<file path="src/rtl/rxel_pkg.sv">
package rxel_pkg;
    localparam int N_ERR = 7;
    // bits 0..4 may damage audio; bits 5 and 6 are checksum errors
    localparam logic [N_ERR-1:0] SMP_AFF = 7'b001_1111;

    typedef enum logic [1:0] {
        HM_REPEAT = 2'b00,
        HM_ZERO   = 2'b01,
        HM_PASS   = 2'b10,
        HM_SPARE  = 2'b11
    } hold_mode_e;

    typedef enum logic {
        SEL_STATUS = 1'b0,
        SEL_MASK   = 1'b1
    } reg_sel_e;

    typedef struct packed {
        logic [N_ERR-1:0] status;
        logic [N_ERR-1:0] mask;
        logic [N_ERR-1:0] rdata;
    } stat_regs_t;
endpackage

</file>
<file path="src/rtl/rxel_status.sv">
module rxel_status
    import rxel_pkg::*;
(
    input  logic             clk,
    input  logic             rst_n,
    input  logic             frame_i,
    input  logic [N_ERR-1:0] err_i,
    input  logic             wr_i,
    input  logic             rd_i,
    input  logic             sel_i,
    input  logic [N_ERR-1:0] wdata_i,
    output logic [N_ERR-1:0] hit_o,
    output logic [N_ERR-1:0] status_o,
    output logic [N_ERR-1:0] rdata_o
);
    stat_regs_t r_d, r_q;
    logic rd_stat;

    always_comb begin
        r_d     = r_q;
        hit_o   = frame_i ? (err_i & r_q.mask) : '0;
        rd_stat = rd_i && (reg_sel_e'(sel_i) == SEL_STATUS);
        // clear what is returned, keep anything arriving now
        r_d.status = (rd_stat ? '0 : r_q.status) | hit_o;
        if (wr_i && reg_sel_e'(sel_i) == SEL_MASK)
            r_d.mask = wdata_i;
        if (rd_i)
            r_d.rdata = rd_stat ? r_q.status : r_q.mask;
    end

    always_ff @(posedge clk or negedge rst_n) begin
        if (!rst_n) r_q <= '0;
        else        r_q <= r_d;
    end

    assign status_o = r_q.status;
    assign rdata_o  = r_q.rdata;

    a_r2_sticky: assert property (@(posedge clk) disable iff (!rst_n)
        !rd_stat |=> ((r_q.status & $past(r_q.status)) == $past(r_q.status)));

    a_r4_masked_never_set: assert property (@(posedge clk) disable iff (!rst_n)
        (frame_i && !rd_stat && ((err_i & r_q.mask) == '0))
            |=> (r_q.status == $past(r_q.status)));

    a_r5_coincident_kept: assert property (@(posedge clk) disable iff (!rst_n)
        (rd_stat && frame_i && ((err_i & r_q.mask) != '0)) |=> (r_q.status != '0));

    a_r3_read_returns_status: assert property (@(posedge clk) disable iff (!rst_n)
        rd_stat |=> (r_q.rdata == $past(r_q.status)));
endmodule

</file>
<file path="src/rtl/rxel_subst.sv">
module rxel_subst
    import rxel_pkg::*;
#(
    parameter int SMP_W = 24
) (
    input  logic             clk,
    input  logic             rst_n,
    input  logic             frame_i,
    input  logic             aff_i,
    input  logic [1:0]       mode_i,
    input  logic [SMP_W-1:0] smp_i,
    output logic [SMP_W-1:0] smp_o,
    output logic             vld_o
);
    typedef struct packed {
        logic [SMP_W-1:0] prev;
        logic [SMP_W-1:0] out;
        logic             vld;
    } sub_regs_t;

    sub_regs_t s_d, s_q;

    always_comb begin
        s_d     = s_q;
        s_d.vld = frame_i;
        if (frame_i) begin
            s_d.out = smp_i;
            if (aff_i) begin
                case (hold_mode_e'(mode_i))
                    HM_REPEAT: s_d.out = s_q.prev;
                    HM_ZERO:   s_d.out = '0;
                    default:   s_d.out = smp_i;
                endcase
            end else begin
                s_d.prev = smp_i;
            end
        end
    end

    always_ff @(posedge clk or negedge rst_n) begin
        if (!rst_n) s_q <= '0;
        else        s_q <= s_d;
    end

    assign smp_o = s_q.out;
    assign vld_o = s_q.vld;

    a_r7_clean_passes: assert property (@(posedge clk) disable iff (!rst_n)
        (frame_i && !aff_i) |=> (smp_o == $past(smp_i)));

    a_r6_zero_mode: assert property (@(posedge clk) disable iff (!rst_n)
        (frame_i && aff_i && mode_i == 2'b01) |=> (smp_o == '0));

    a_r10_prev_held: assert property (@(posedge clk) disable iff (!rst_n)
        (frame_i && aff_i && mode_i == 2'b00) |=> (smp_o == $past(s_q.prev)));
endmodule

</file>
<file path="src/rtl/rx_err_logger.sv">
module rx_err_logger
    import rxel_pkg::*;
#(
    parameter int SMP_W = 24
) (
    input  logic             clk,
    input  logic             rst_n,
    input  logic             frame_stb,
    input  logic [6:0]       err_flags,
    input  logic [SMP_W-1:0] smp_in,
    input  logic [1:0]       hold_mode,
    input  logic             reg_wr,
    input  logic             reg_rd,
    input  logic             reg_sel,
    input  logic [6:0]       reg_wdata,
    output logic [6:0]       reg_rdata,
    output logic             err_pin,
    output logic             irq,
    output logic [SMP_W-1:0] smp_out,
    output logic             smp_out_vld
);
    logic [N_ERR-1:0] hit;
    logic [N_ERR-1:0] status;
    logic             aff;
    logic             pin_d, pin_q;

    rxel_status u_status (
        .clk     (clk),
        .rst_n   (rst_n),
        .frame_i (frame_stb),
        .err_i   (err_flags),
        .wr_i    (reg_wr),
        .rd_i    (reg_rd),
        .sel_i   (reg_sel),
        .wdata_i (reg_wdata),
        .hit_o   (hit),
        .status_o(status),
        .rdata_o (reg_rdata)
    );

    assign aff = (hit & SMP_AFF) != '0;

    rxel_subst #(.SMP_W(SMP_W)) u_subst (
        .clk    (clk),
        .rst_n  (rst_n),
        .frame_i(frame_stb),
        .aff_i  (aff),
        .mode_i (hold_mode),
        .smp_i  (smp_in),
        .smp_o  (smp_out),
        .vld_o  (smp_out_vld)
    );

    always_comb begin
        pin_d = pin_q;
        if (frame_stb) pin_d = (hit != '0);
    end

    always_ff @(posedge clk or negedge rst_n) begin
        if (!rst_n) pin_q <= 1'b0;
        else        pin_q <= pin_d;
    end

    assign err_pin = pin_q;
    assign irq     = (status != '0);

    a_r8_pin_implies_irq: assert property (@(posedge clk) disable iff (!rst_n)
        $rose(err_pin) |-> irq);

    a_r8_pin_stable_between_frames: assert property (@(posedge clk) disable iff (!rst_n)
        !frame_stb |=> $stable(err_pin));
endmodule

</file>
<file path="config.mk">
export PLATFORM = sky130hd
export DESIGN_NAME = rx_err_logger
export DESIGN_NICKNAME = d
export VERILOG_FILES = /design/src/rtl/rxel_pkg.sv /design/src/rtl/rxel_status.sv /design/src/rtl/rxel_subst.sv /design/src/rtl/rx_err_logger.sv
export SDC_FILE = /design/constraint.sdc
export NUM_CORES = 1
export LEC_CHECK = 0
export BUFFER_PORTS_ARGS = -buffer_cell sky130_fd_sc_hd__buf_2
export CAP_MARGIN = 20
export CORE_MARGIN = 3
export CORE_UTILIZATION = 50
export DETAILED_ROUTE_END_ITERATION = 16
export PLACE_DENSITY = 0.83
export SLEW_MARGIN = 20
export SYNTH_ARGS = -nofsm -noshare
export SYNTH_HDL_FRONTEND = slang
export SYNTH_HIERARCHICAL = 1
export SYNTH_SLANG_ARGS = --single-unit
</file>
<file path="constraint.sdc">
create_clock -name clk -period 2.8 [get_ports clk]
set_clock_uncertainty 0.05 [all_clocks]
set_input_delay 0.28 -clock clk [delete_from_list [all_inputs] [get_ports clk]]
set_output_delay 0.28 -clock clk [all_outputs]
set_load 0.005 [all_outputs]
</file>
---- Word level (Yosys, flattened, before mapping) ----
Cells that the tools add are included.
storage, ports and cells
  input port bits ......................... 46
  register bits after elaboration ......... 71
  output and inout port bits .............. 34
  word-level logic and storage cells ...... 24
cells by class
  muxes and demuxes ....................... 5
  equal/unequal tests ..................... 1
  reduce and logical (&&, ||, !) cells .... 7
  bitwise logic cells ..................... 4
operator list
  operator                                                         count
  24-bit one-hot mux with 2 select lines                           1
  24-bit two-way mux                                               1
  7-bit two-way mux                                                3
  7-bit nonzero test                                               3
  7-bit AND                                                        1
  7-bit OR                                                         1
  2-bit by 1-bit == test with 1-bit output, second input constant  1
  1-bit logical AND                                                2
  2-bit zero test                                                  1
  1-bit NOT                                                        2
  2-bit AND reduction                                              1

---- Longest topological paths before layout ----
Gate-level depths: netlist of run 1.
  depth in word-level cells ............... 5
  gate-level depth with buffers ........... 7
  mapped depth without buffers ............ 5

---- Hierarchy ----
The synthesis of run 1 kept the hierarchy.
modules (own cells, without submodules)
  module         sequential area each (µm²)  cells each  times used  area each (µm²)
  rxel_subst     1226.2                      159         1           2307.2
  rxel_status    525.5                       81          1           1016.0
  rx_err_logger  25.0                        10          1           73.8

---- Worst setup path after synthesis of run 1 ----
OpenSTA, ideal clock, no wires.
  path kind ............................... flip-flop to flip-flop
  start point ............................. register u_status/r_q[8] (netlist name)
  end point ............................... register u_subst/s_q[25] (netlist name)
  stages on the path, launching flop included .. 8
  arrival time ............................ 1.571 ns
  slack ................................... 1.054 ns
  buffers on the path ..................... 2
  setup time .............................. 0.125 ns
  required time ........................... 2.625 ns
  period minus slack after synthesis ...... 1.746 ns
  path through ............................ dfrtp_1 > and3_1 > nor3_2 > nand2_1 > and2b_1 > buf_6 > buf_12 > mux2_4
between the ends
  cells in the longest elaborated chain, start to end .. 5
RTL lines
  element                        line                 source
  start: declaration             rxel_status.sv:16    stat_regs_t r_d, r_q;
  start signal: assignment       rxel_status.sv:33    else r_q <= r_d;
  7-bit AND                      rxel_status.sv:21    hit_o = frame_i ? (err_i & r_q.mask) : '0;
  7-bit two-way mux              rxel_status.sv:21
  via hit[1]                     rx_err_logger.sv:22  logic [N_ERR-1:0] hit;
  7-bit nonzero test             rx_err_logger.sv:41  assign aff = (hit & SMP_AFF) != '0;
  via aff                        rx_err_logger.sv:24  logic aff;
  1-bit NOT (no line)            -
  2-bit AND reduction (no line)  -
  end signal: assignment         rxel_subst.sv:41     if (!rst_n) s_q <= '0;
  end signal: assignment         rxel_subst.sv:42     else s_q <= s_d;
  end: declaration               rxel_subst.sv:21     sub_regs_t s_d, s_q;
The timed path passes the listed nets, and every way through them passes these cells.
A chain may end at the register's enable or synchronous reset.

---- Final worst setup path of run 1 ----
  start point ............................. register u_status/r_q[8] (netlist name)
  end point ............................... register u_subst/s_q[42] (netlist name)
Same word-level chain as after synthesis.

==> Implementation_results.wiki, run 1 <==
{| class="wikitable"
! Metric !! Value
|-
| Top-count cell post-synth || dfrtp_1
|-
| Core Rows || 29
|-
| Die Span X || 88.4 µm
|-
| Post-Place Cells || 362
|-
| Fraction of synthesized cell area taken by the top area cell type || 0.523
|-
| Cell area after placement || 3520 µm²
|-
| Worst Hold Class || in -> reg
|-
| Post-synthesis sequential area ratio || 0.523
|-
| Hold violation total from the final report || 0
|-
| Synthesized cell area || 3400 µm²
|-
| DRC violation total after the first TritonRoute iteration || 85
|-
| Asr flop ratio synth || 1.00
|-
| Count of endpoints failing setup in the final report || 0
|-
| Global-route wire length before repair || 11.0 mm
|-
| VDD IR max || 0.400 mV
|-
| Count of inserted antenna diode cells || 0
|-
| Required time at the worst-slack endpoint || 2.97 ns
|-
| Routed wire length || 6.57 mm
|-
| Fraction of final layout cells with drive strength greater than 1 || 0.454
|-
| P&R area growth vs syn || 9.61%
|-
| Via count || 2,018
|-
| Number of nets produced by synthesis || 296
|-
| Vias in the first global route || 2,150
|-
| I/O Pins || 80
|-
| Clock Root Buffer || clkbuf_8
|-
| Number of clock buffers inserted by TritonCTS || 9
|-
| Netlist cell types || 26
|-
| Number of antenna violations at the first check in global routing || 0
|-
| Least setup slack across all paths after layout || 0.752 ns
|-
| Clock Path Buffers || 2
|-
| Post-synth top flop || dfrtp_1
|-
| Clock Latency Late Sink || 0.33 ns
|-
| Post-synth top cells || dfrtp_1, buf_4, mux2_4
|-
| Slew of the pin with the lowest slew margin || 0.682 ns
|-
| Nets || 343
|-
| Dpl ws || 0.696 ns
|-
| Peak Freq || 0.488 GHz
|-
| Share of the cycle needed by the critical path after routing || 0.731
|-
| Critical path arrival || 2.22 ns
|-
| Maximum number of pins on one net before global-route repair || 31
|-
| H-tree depth || 3
|-
| GR Overflow Total || 0
|-
| Setup repair after global routing missed its margin || no
|-
| Worst slew slack as a fraction of its limit || 0.545
|-
| Routed Antenna Nets || 0
|-
| First-pass iteration count of the detailed router || 4
|-
| Initial core utilization || 0.526
|-
| Die height || 88.4 µm
|-
| Synthesized instance count || 250
|-
| Global Route Usage Sum || 0.185
|-
| Final Slew Violations || 0
|-
| #FFs+latches synth || 71
|-
| Final non-filler cell total || 379
|-
| Fillers || 547
|-
| Leakage power || 1.89 nW
|-
| Routed wire per std cell || 17.3 µm
|-
| Total negative slack || 0 ns
|-
| Post-route cell area || 3720 µm²
|-
| Max cap viols || 0
|-
| Post-synth EDFFs || 0
|-
| Synth area leader || dfrtp_1
|-
| Maximum fanout along the worst path || 24
|-
| Critical Path End Type || flip-flop
|-
| Post-synthesis area per instance || 13.6 µm²
|-
| Post-route DRC violation count || 0
|-
| Via count normalized by instance count || 5.32
|-
| Weighted congestion reported at the end of routability-driven placement || 0.788
|-
| Clock transition at the register clock pins on the worst setup and hold paths after CTS || 0.07 ns
|-
| Result of the run || finished, final reports clean
|-
| Pwr/cell area || 720 nW/µm²
|-
| IO Port Bufs || 79
|-
| Half-perimeter wire length of the detailed placement result || 4.54 mm
|-
| Kind of start point of the critical path || flip-flop
|-
| Total clock sinks || 71
|-
| Die Area || 7820 µm²
|-
| Count of yosys warnings during synthesis || 6
|-
| CTS tree || done
|-
| Cell types occupying the most area after synthesis || dfrtp_1, mux2_4, buf_4
|-
| Period minus WS final || 2.05 ns
|-
| Worst setup path class || reg -> reg
|-
| Std-Cell Core Area || 6460 µm²
|}
-- cells by family after synthesis --
logic type,synth area share
buffers and inverters,0.124
AO/OA/AOI/OAI,0.102
flip-flops,0.523
AND/OR/NAND/NOR,0.0976
multiplexers,0.153
-- cell type report --
class	instances	area, µm²	share of cell area
Clock buffer	9	124	0.0333
Clock inverter	7	72.6	0.0195
Inverter	1	3.75	0.00101
Multi-Input combinational cell	128	1200	0.322
Sequential cell	71	1780	0.477
Tap cell	77	96.3	0.0259
Timing Repair Buffer	86	450	0.121
-- layer usage --
| layer | share of wire | global-route usage | up-vias |
|---|---|---|---|
| met5 | 0 | 0 | - |
| met2 | 0.49 | 0.281 | 57 |
| li1 | - | - | 951 |
| met3 | 0.043 | 0.0382 | 11 |
| met4 | 0.020 | 0.0783 | 0 |
| met1 | 0.45 | 0.261 | 999 |
-- per-stage QoR --
step / hold slack, ns / utilization / total power [mW]
finish: 0.121 / 0.577 / 2.68
global route: 0.107 / 0.577 / 2.83
CTS: 0.108 / 0.577 / 2.71
detailed placement: 0.311 / 0.545 / 1.89
global placement: 0.279 / 0.545 / 1.86
floorplan: -0.0656 / - / 1.81
-- repair_timing --
| action | CTS | global route |
|---|---|---|
| endpoints found under the setup margin | 0 | 0 |
| gates resized for setup | 0 | 0 |
| setup buffers | 0 | 0 |
| hold buffers | 1 | 0 |
| hold endpoints to repair | 28 | 0 |
-- worst paths after layout --
kind                                                  start                              end  slack [ns]  cells past startpoint
worst min register to register  u_subst/s_q[40]$_DFFE_PN0P_    u_subst/smp_o[15]$_DFFE_PN0P_        0.46                      1
worst max register to register  u_status/r_q[8]$_DFFE_PN0P_      u_subst/s_q[42]$_DFFE_PN0P_        0.75                      6
worst min-delay path                           reg_wdata[1]      u_status/r_q[8]$_DFFE_PN0P_        0.12                      2
max in group asynchronous                             rst_n  u_status/rdata_o[0]$_DFFE_PN0P_        1.44                      3
worst max-delay path            u_status/r_q[8]$_DFFE_PN0P_      u_subst/s_q[42]$_DFFE_PN0P_        0.75                      6
min in group asynchronous                             rst_n      u_subst/s_q[36]$_DFFE_PN0P_        0.45                      2
-- state kept, by name (all words and copies together) (netlist names) --
name / count
u_status/r_q: 7
u_subst/s_q: 24
u_status/status_o: 7
err_pin: 1
u_subst/smp_o: 24
u_status/rdata_o: 7
u_subst/vld_o: 1
-- worst max-delay path, cell delays in order, from the launching register on --
cell and delay (ns):
dfrtp_1 0.41, and3_1 0.18, nor3_2 0.20, nand2_1 0.13, and2b_1 0.20, buf_4 0.37, mux2_2 0.39
-- layout by cell type (no fill, tap or decap), types with 5 or more instances in the layout --
cell type / synthesis / final
buf_4: 39 / 6
clkbuf_8: 0 / 9
a221o_1: 24 / 24
mux2_4: 27 / 27
buf_2: 4 / 79
dfrtp_1: 71 / 71
nor2b_1: 20 / 20
a21o_1: 7 / 7
and3_1: 7 / 7
and2b_1: 5 / 5
nor2_1: 10 / 10
a21oi_1: 7 / 7
mux2i_1: 7 / 7
-- power breakdown --
group | internal [mW] | total [mW] | switching, mW | leakage, nW
sequential | 1.22 | 1.34 | 0.116 | 0.849
combinational | 0.324 | 0.535 | 0.211 | 0.943
clock | 0.413 | 0.810 | 0.397 | 0.0956
total | 1.96 | 2.68 | 0.724 | 1.89
Note: power is estimated with default switching activity, not from simulation.
==> run 2: changes to the inputs <==
--- a/config.mk
+++ b/config.mk
@@ -8,7 +8,7 @@
 export BUFFER_PORTS_ARGS = -buffer_cell sky130_fd_sc_hd__buf_2
 export CAP_MARGIN = 20
 export CORE_MARGIN = 3
-export CORE_UTILIZATION = 50
+export CORE_UTILIZATION = 48
 export DETAILED_ROUTE_END_ITERATION = 16
 export PLACE_DENSITY = 0.83
 export SLEW_MARGIN = 20
==> constraint.sdc (replaced) <==
create_clock -name clk -period 1.8 [get_ports clk]
set_clock_uncertainty 0.05 [all_clocks]
set_input_delay 0.18 -clock clk [delete_from_list [all_inputs] [get_ports clk]]
set_output_delay 0.18 -clock clk [all_outputs]
set_load 0.005 [all_outputs]
==> run 2 against run 1 <==
Utilization rose by 0.61 points. Register-to-register slack worse by 0.75 ns. First-iteration DRC count rose by 55%. Critical endpoint is now u_subst/smp_o[23]$_DFFE_PN0P_. Wire length is 5.4% higher.
==> Implementation_results.wiki, run 2 (synthesis gave the netlist of run 1 again) <==
{| class="wikitable"
! Metric !! Value
|-
| Required time at the worst-slack endpoint || 1.97 ns
|-
| Peak Freq || 0.557 GHz
|-
| Leakage power || 2.00 nW
|-
| Timing startpoint of the critical path || u_status/r_q[7]$_DFFE_PN0P_
|-
| WP buf/inv || 2
|-
| Period minus WS final || 1.80 ns
|-
| Delay contributed by the slowest stage of the critical path || 0.38 ns
|-
| Worst slew slack as a fraction of its limit || 0.732
|-
| IO Port Bufs || 79
|-
| Cell-by-cell trace of the critical path || and3_4, nor3_4, nand2_2, buf_6, nor4bb_4, buf_12, a221o_1
|-
| Worst setup endpoint || u_subst/smp_o[23]$_DFFE_PN0P_
|-
| Clock Latency Late Sink || 0.34 ns
|-
| Post-route DRC violation count || 0
|-
| Final design utilization || 0.583
|-
| Hold violation total from the final report || 0
|-
| Global-route wire length before repair || 11.5 mm
|-
| Total chip power || 4.41 mW
|-
| First-pass iteration count of the detailed router || 4
|-
| Most frequent standard cell in the layout excluding fill and tap cells || buf_2
|-
| Die Span X || 90.1 µm
|-
| Pwr/cell area || 1110 nW/µm²
|-
| Fraction of final layout cells with drive strength greater than 1 || 0.489
|-
| Total clock sinks || 71
|-
| H-tree depth || 3
|-
| Endpoint of the lowest-slack register-to-register path || u_subst/smp_o[23]$_DFFE_PN0P_
|-
| Final non-filler cell total || 411
|-
| Result of the run || finished, final reports clean
|-
| Weighted congestion reported at the end of routability-driven placement || 0.868
|-
| I/O Pins || 80
|-
| Final Slew Violations || 0
|-
| DRC violation total after the first TritonRoute iteration || 132
|-
| Clock transition at the register clock pins on the worst setup and hold paths after CTS || 0.07 ns
|-
| Std-Cell Core Area || 6830 µm²
|-
| Critical path arrival || 1.97 ns
|-
| Setup repair after global routing missed its margin || yes
|-
| Kind of start point of the critical path || flip-flop
|-
| Via count || 2,114
|-
| VDD IR max || 0.449 mV
|-
| Count of endpoints failing setup in the final report || 0
|-
| Logic depth of the worst setup path including buffers || 7
|-
| Total area of multi-input combinational cells || 1230 µm²
|-
| Worst Hold Class || in -> reg
|-
| Routed wire per std cell || 16.9 µm
|-
| Vias in the first global route || 2,285
|-
| Nets || 357
|-
| Die height || 90.1 µm
|-
| Fillers || 590
|-
| Max cap viols || 0
|-
| Slowest-stage cell, CP || dfrtp_1
|-
| Critical Path End Type || flip-flop
|-
| Critical R2R Launch || u_status/r_q[7]$_DFFE_PN0P_
|-
| Half-perimeter wire length of the detailed placement result || 4.61 mm
|-
| Core Rows || 30
|-
| Global Route Usage Sum || 0.179
|-
| Die Area || 8120 µm²
|-
| Count of inserted antenna diode cells || 0
|-
| Worst setup slack for register-to-register paths || 0.004 ns
|-
| Slew of the pin with the lowest slew margin || 0.401 ns
|-
| Routed wire length || 6.93 mm
|-
| P&R area growth vs syn || 17.2%
|-
| Initial core utilization || 0.497
|-
| GR Overflow Total || 0
|-
| Maximum number of pins on one net before global-route repair || 72
|-
| Commonest cells after routing, fill and taps aside || buf_2, dfrtp_1, mux2_4
|-
| Number of clock buffers inserted by TritonCTS || 9
|-
| Family of cells with the greatest summed delay on the critical path || simple AND/OR/NAND/NOR gates
|-
| Via count normalized by instance count || 5.14
|-
| Clock Root Buffer || clkbuf_8
|-
| Routed Antenna Nets || 0
|-
| Post-Place Cells || 389
|-
| Worst setup path class || reg -> reg
|-
| Storage cell area || 1780 µm²
|-
| Reg2reg path depth || 7
|-
| Maximum fanout along the worst path || 13
|-
| Number of antenna violations at the first check in global routing || 0
|-
| CTS tree || done
|-
| Clock Path Buffers || 2
|-
| Share of the cycle needed by the critical path after routing || 0.998
|}
==> run 2: cell count changes in the layout (fill, tap and decap cells not counted), sizes merged <==
cell,change
clkinvlp,-1
buf,+14
bufinv,+1
inv,-1
==> run 2: power by group <==
| group | internal [mW] | total (mW) | switching (mW) |
|---|---|---|---|
| logic | 0.603 | 0.973 | 0.370 |
| clock network | 0.770 | 1.36 | 0.593 |
| registers | 1.90 | 2.08 | 0.177 |
==> run 2: routing by layer <==
metal / track usage / up-vias / wire length (µm)
met5: 0 / - / 0
met4: 0.0855 / 0 / 157
met3: 0.0444 / 14 / 272
met2: 0.281 / 56 / 3360
met1: 0.233 / 1065 / 3140
li1: - / 979 / -
==> run 2: worst min path at each step <==
stage | cells after the start | from | slack (ns) | endpoint
after global routing | 2 | reg_wdata[5] | 0.004 | u_status/r_q[12]$_DFFE_PN0P_
after global placement | 2 | rst_n | 0.18 | u_subst/smp_o[7]$_DFFE_PN0P_
final | 2 | reg_wdata[0] | 0.02 | u_status/r_q[7]$_DFFE_PN0P_
after CTS | 2 | reg_wdata[0] | 0.005 | u_status/r_q[7]$_DFFE_PN0P_
after detailed placement | 2 | rst_n | 0.18 | u_subst/smp_o[10]$_DFFE_PN0P_
after floorplan | 0 | rst_n | -0.17 | err_pin$_DFFE_PN0P_
==> run 2: stage by stage <==
stage                     setup slack, ns   TNS, ns  hold WS [ns]  area, µm²
after floorplan                    0.0543         0        -0.166       3400
after global placement            -0.0359    -0.446         0.180       3680
after detailed placement          -0.0511    -0.982         0.185       3680
after CTS                        -0.00365  -0.00365       0.00472       3960
after global routing              -0.0654     -1.45       0.00448       3980
final                             0.00423         0        0.0153       3980
==> run 2: repair_timing <==
action                                  CTS  global route
hold endpoints to repair                 71             0
endpoints found under the setup margin   46            48
setup buffers                             6             0
pin swaps                                 5             4
gates resized for setup                   5             5
hold buffers                              1             0
==> run 2: worst reg2reg max path, stage by stage, from the launching register on <==
cell      delay (ns)
dfrtp_1         0.38
and3_4          0.17
nor3_4          0.21
nand2_2         0.08
buf_6           0.12
nor4bb_4        0.18
buf_12          0.15
a221o_1         0.34
==> run 2: area by class of cell <==
| type | instances | area share |
|---|---|---|
| clock buffer | 9 | 0.0311 |
| clock inverter | 6 | 0.0217 |
| inverter | 1 | 0.000943 |
| multi-input combinational | 128 | 0.310 |
| sequential | 71 | 0.446 |
| tap | 96 | 0.0302 |
| timing repair buffer | 100 | 0.159 |
